**config.mk**
```make
export PLATFORM = sky130hd
export DESIGN_NAME = chg_gate_status
export DESIGN_NICKNAME = d
export VERILOG_FILES = /design/src/rtl/chg_gate_status.sv
export SDC_FILE = /design/constraint.sdc
export NUM_CORES = 1
export LEC_CHECK = 0
export BUFFER_PORTS_ARGS = -buffer_cell sky130_fd_sc_hd__buf_2
export CAP_MARGIN = 30
export CORE_ASPECT_RATIO = 0.75
export CORE_MARGIN = 2
export CORE_UTILIZATION = 60
export DETAILED_ROUTE_END_ITERATION = 10
export PLACE_DENSITY = 0.79
export SYNTH_ARGS = -nofsm -noshare
export SYNTH_HDL_FRONTEND = slang
export SYNTH_SLANG_ARGS = --single-unit
```
**constraint.sdc**
```tcl
create_clock -name clk -period 12.3 [get_ports clk]
set_clock_uncertainty 0.05 [all_clocks]
set_input_delay 3.69 -clock clk [delete_from_list [all_inputs] [get_ports clk]]
set_output_delay 3.69 -clock clk [all_outputs]
set_load 0.1 [all_outputs]
```
**src/rtl/chg_gate_status.sv**
```systemverilog
module chg_gate_status #(
  parameter int SLOT_CYC       = 1000,
  parameter int FRAME_SLOTS    = 64,
  parameter int FAST_SLOTS     = 31,
  parameter int PRE_ON_SLOTS   = 16,
  parameter int MAINT_ON_SLOTS = 1,
  parameter int PRE_HALF       = 500,
  parameter int FAULT_HALF     = 125
) (
  input  logic       clk,
  input  logic       rst_n,
  input  logic [2:0] mode,
  input  logic       sense_low,
  output logic       gate_n,
  output logic       status,
  output logic       test_win
);
  localparam logic [2:0] M_PRE = 3'd3, M_FAST = 3'd4, M_TOP = 3'd5,
                         M_MAINT = 3'd6, M_FAULT = 3'd7;
  localparam int CW   = $clog2(SLOT_CYC);
  localparam int SW   = $clog2(FRAME_SLOTS);
  localparam int HMAX = (PRE_HALF > FAULT_HALF) ? PRE_HALF : FAULT_HALF;
  localparam int HW   = $clog2(HMAX);

  logic [2:0]    mode_q;
  logic [CW-1:0] cyc_q;
  logic [SW-1:0] slot_q;
  logic [HW-1:0] blk_q;
  logic          ph_q;

  wire           restart = (mode != mode_q);
  wire [CW-1:0]  cyc     = restart ? '0 : cyc_q;
  wire [SW-1:0]  slot    = restart ? '0 : slot_q;
  wire [HW-1:0]  blk     = restart ? '0 : blk_q;
  wire           ph      = restart ? 1'b1 : ph_q;

  wire           is_fast   = (mode == M_FAST);
  wire [SW-1:0]  last_slot = is_fast ? SW'(FAST_SLOTS - 1) : SW'(FRAME_SLOTS - 1);
  wire [HW-1:0]  half_m1   = (mode == M_FAULT) ? HW'(FAULT_HALF - 1) : HW'(PRE_HALF - 1);
  wire           cyc_wrap  = (cyc == CW'(SLOT_CYC - 1));
  wire           blk_wrap  = (blk == half_m1);
  wire           test_slot = is_fast && (slot == last_slot);

  always_ff @(posedge clk or negedge rst_n) begin
    if (!rst_n) begin
      mode_q <= '0;
      cyc_q  <= '0;
      slot_q <= '0;
      blk_q  <= '0;
      ph_q   <= 1'b1;
    end else begin
      mode_q <= mode;
      cyc_q  <= cyc_wrap ? '0 : cyc + 1'b1;
      if (cyc_wrap) slot_q <= (slot == last_slot) ? '0 : slot + 1'b1;
      else          slot_q <= slot;
      blk_q  <= blk_wrap ? '0 : blk + 1'b1;
      ph_q   <= blk_wrap ? ~ph : ph;
    end
  end

  logic win, stat_m;
  always_comb begin
    win    = 1'b0;
    stat_m = 1'b0;
    case (mode)
      M_PRE:   begin win = (slot < SW'(PRE_ON_SLOTS));   stat_m = ph;   end
      M_FAST:  begin win = !test_slot;                   stat_m = 1'b1; end
      M_TOP:   begin win = (slot < SW'(PRE_ON_SLOTS));   stat_m = 1'b1; end
      M_MAINT: begin win = (slot < SW'(MAINT_ON_SLOTS)); stat_m = 1'b0; end
      M_FAULT: begin win = 1'b0;                         stat_m = ph;   end
      default: begin win = 1'b0;                         stat_m = 1'b0; end
    endcase
  end

  assign gate_n   = !(rst_n && win && sense_low);
  assign status   = rst_n && stat_m;
  assign test_win = rst_n && test_slot;
endmodule

```
==> metrics.txt <==
outcome=finished clean; VDD IR-drop max=0.0000844 V; RSZ-0062 raised after global routing=no; syn avg cell area=9.12 µm²; Setup TNS=0 ps; Final Cycle Share=78.4%; Fmax=0.104 GHz; worst min path class=flip-flop to flip-flop; worst stage delay on the critical path=450 ps; Worst Slack Setup Final=2660 ps; Synthesis Warnings=0; crit-path max FO=22; Initial Util=62.8%; CTS H-tree depth=2; Final GP Congestion=0.788; CTS Buf Count=5; detailed placer's ending HPWL=2250 µm; first-pass GRT wire length=5910 µm; M2 GR Usage=36.3%; port bufs=8; area share of the largest cell type after synthesis=43.2%; min cycle time layout=9640 ps; WHS Path Cells=1; Die Y=49.0 µm; grt peak-use layer=met2; clock sink total=29; CP Data Arrival Time=5900 ps; final count of negative-setup-slack endpoints=0; synthesized area=0.00162 mm²; die width=64.1 µm; post-synth cell types=41; share of layout cells above drive strength 1=11.1%; synthesized flop and latch total=29; DRC Markers=0; slew margin rel.=55.6%; vias in the first global route=1,249; crit path capture type=primary output; Skew-Pair Late Insertion Delay=340 ps; worst path cell trace=buf_2, xor2_1, nor3_2, buf_4, and2_1, inv_1, ha_1, nand3b_1, o21ai_0, a2bb2oi_1, a21oi_1, o211ai_1, buf_2; Root Driver=clkbuf_4; Leakage=0.723 nW; CTS Buffer Depth=2; PwrDens=104 mW/mm²; via count=1,378; CP required=8560 ps; most used cell, CP=buf_2; flop2flop setup slack=9550 ps; Post-layout nets=198; GRT met1 Usage=34.8%; largest net degree at the start of global routing=33; GRT Total Usage=25.1%; async set-reset flop share out of synthesis=100%; top cells by count, synth=28 x dfrtp_1, 22 x nor2_1, 16 x nand3_1; post-synthesis cell count=178; slowest stage cell on the critical path=buf_2; cts repair resizes=0; CTS Hold Buffers Added=0; Slew Limit Fails=0; antenna viol nets, final=0; r2r endpoint=slot_q[5]; drt pass-1 iters=4; Layout area overhead=8.17%; die area=0.00314 mm²; Worst R2R Start=mode_q[0]; Buf/Inv on CP=4; slew of the pin with the lowest slew margin=666 ps; WL final=3330 µm; I/O pin cnt=9; Hold Path Origin=cyc_q[9]; Post-synth top flop=dfrtp_1; post-synthesis sequential area ratio=44.8%; total power=0.000182 W; DP Area=0.00169 mm²; leading area contributor after synthesis=dfrtp_1; Avg WL per Cell=14.8 µm; hold endpoint=cyc_q[9]; EDFF count, synth=0; DR iter-0 viols=105; count leader, synth=dfrtp_1; Max-cap violations=0; antenna violations before repair=0; clk slew on worst S/H paths=100 ps; Core Rows=16; CTS tree=done; number of diodes=0; met3 Usage GRT=7.85%; vias per cell=6.12; Post-Syn Nets=188; core area=0.00258 mm²; Fin. Hold Viols=0; hold slack=448 ps; Setup crit start kind=input pin; Synth area leaders=dfrtp_1 43%, nor2_1 5.1%, nand3_1 4.9%; critical path's top delay family=buffers and inverters; fin area=0.00176 mm²; CP Class=input pin to primary output; global route overflow=0; # Post-CTS Setup Buffers=0; reg2reg path depth=10; pre-CTS setup slack=2700 ps
## cells in the final DEF (no fill, tap or decap), types with 3 or more instances in the layout
| master | count |
|---|---|
| ha_1 | 4 |
| xor2_1 | 7 |
| nand4_1 | 5 |
| o211ai_1 | 3 |
| nor3_1 | 6 |
| o21ai_0 | 9 |
| clkbuf_4 | 5 |
| nand3b_1 | 4 |
| xnor2_1 | 6 |
| dfrtp_1 | 28 |
| nand2_1 | 15 |
| nor2_1 | 22 |
| a31oi_1 | 3 |
| nand3_1 | 16 |
| and3_1 | 5 |
| a21oi_1 | 5 |
| buf_2 | 8 |
| and2_1 | 6 |
| inv_1 | 4 |
## through the flow
step	utilization (%)	std cells
finish	68.0	225
global route	68.0	225
CTS	68.0	225
detailed placement	65.3	217
global placement	65.3	217
floorplan	-	178
## kinds of logic after synthesis
logic type / synth area share (%)
compound gates: 11.6
simple gates: 29.8
fa+ha+maj: 3.08
buf+inv: 3.08
mux: 0.617
flops: 44.8
xor+xnor: 7.02
## power by group
group          internal (W)  switching (W)  total (W)
combinational    0.00000429      0.0000115  0.0000158
clock             0.0000331      0.0000345  0.0000676
sequential        0.0000970     0.00000162  0.0000986
total              0.000134      0.0000476   0.000182
## registers in the layout, indices dropped and copies added, names as in the netlist
name / cells
ph_q: 1
mode_q: 3
cyc_q: 10
slot_q: 6
blk_q: 9
## worst register-to-register path, stage by stage (launching register included)
cell	delay [ps]
dfrtp_1	390
xor2_1	170
nor3_2	180
buf_4	250
and2_1	190
ha_1	240
nand2_1	90
nor3_1	390
and3_1	390
nand4_1	150
mux2i_1	140
## routing by layer
metal	vias to the layer above	wire (µm)	share of wire, %
li1	653	-	-
met1	655	1520	46
met2	61	1490	45
met3	9	254	7.6
met4	0	65	2.0
met5	-	0	0
## area by class of cell
class | count | area [µm²]
inverter | 4 | 15.0
multi-input combinational | 139 | 851
tap | 36 | 45.0
timing repair buffer | 9 | 47.5
fill | 214 | 827
sequential | 29 | 727
clock buffer | 7 | 65.1
clock inverter | 1 | 5.00
## worst max-delay path by stage
stage	start	cells after the start	to	slack, ps
floorplan	mode[0]	12	gate_n	1900
global placement	mode[0]	13	gate_n	2770
detailed placement	mode[0]	13	gate_n	2700
CTS	mode[0]	13	gate_n	2670
global route	mode[0]	13	gate_n	2470
finish	mode[0]	13	gate_n	2660
Power figures use the tool's default switching activity.
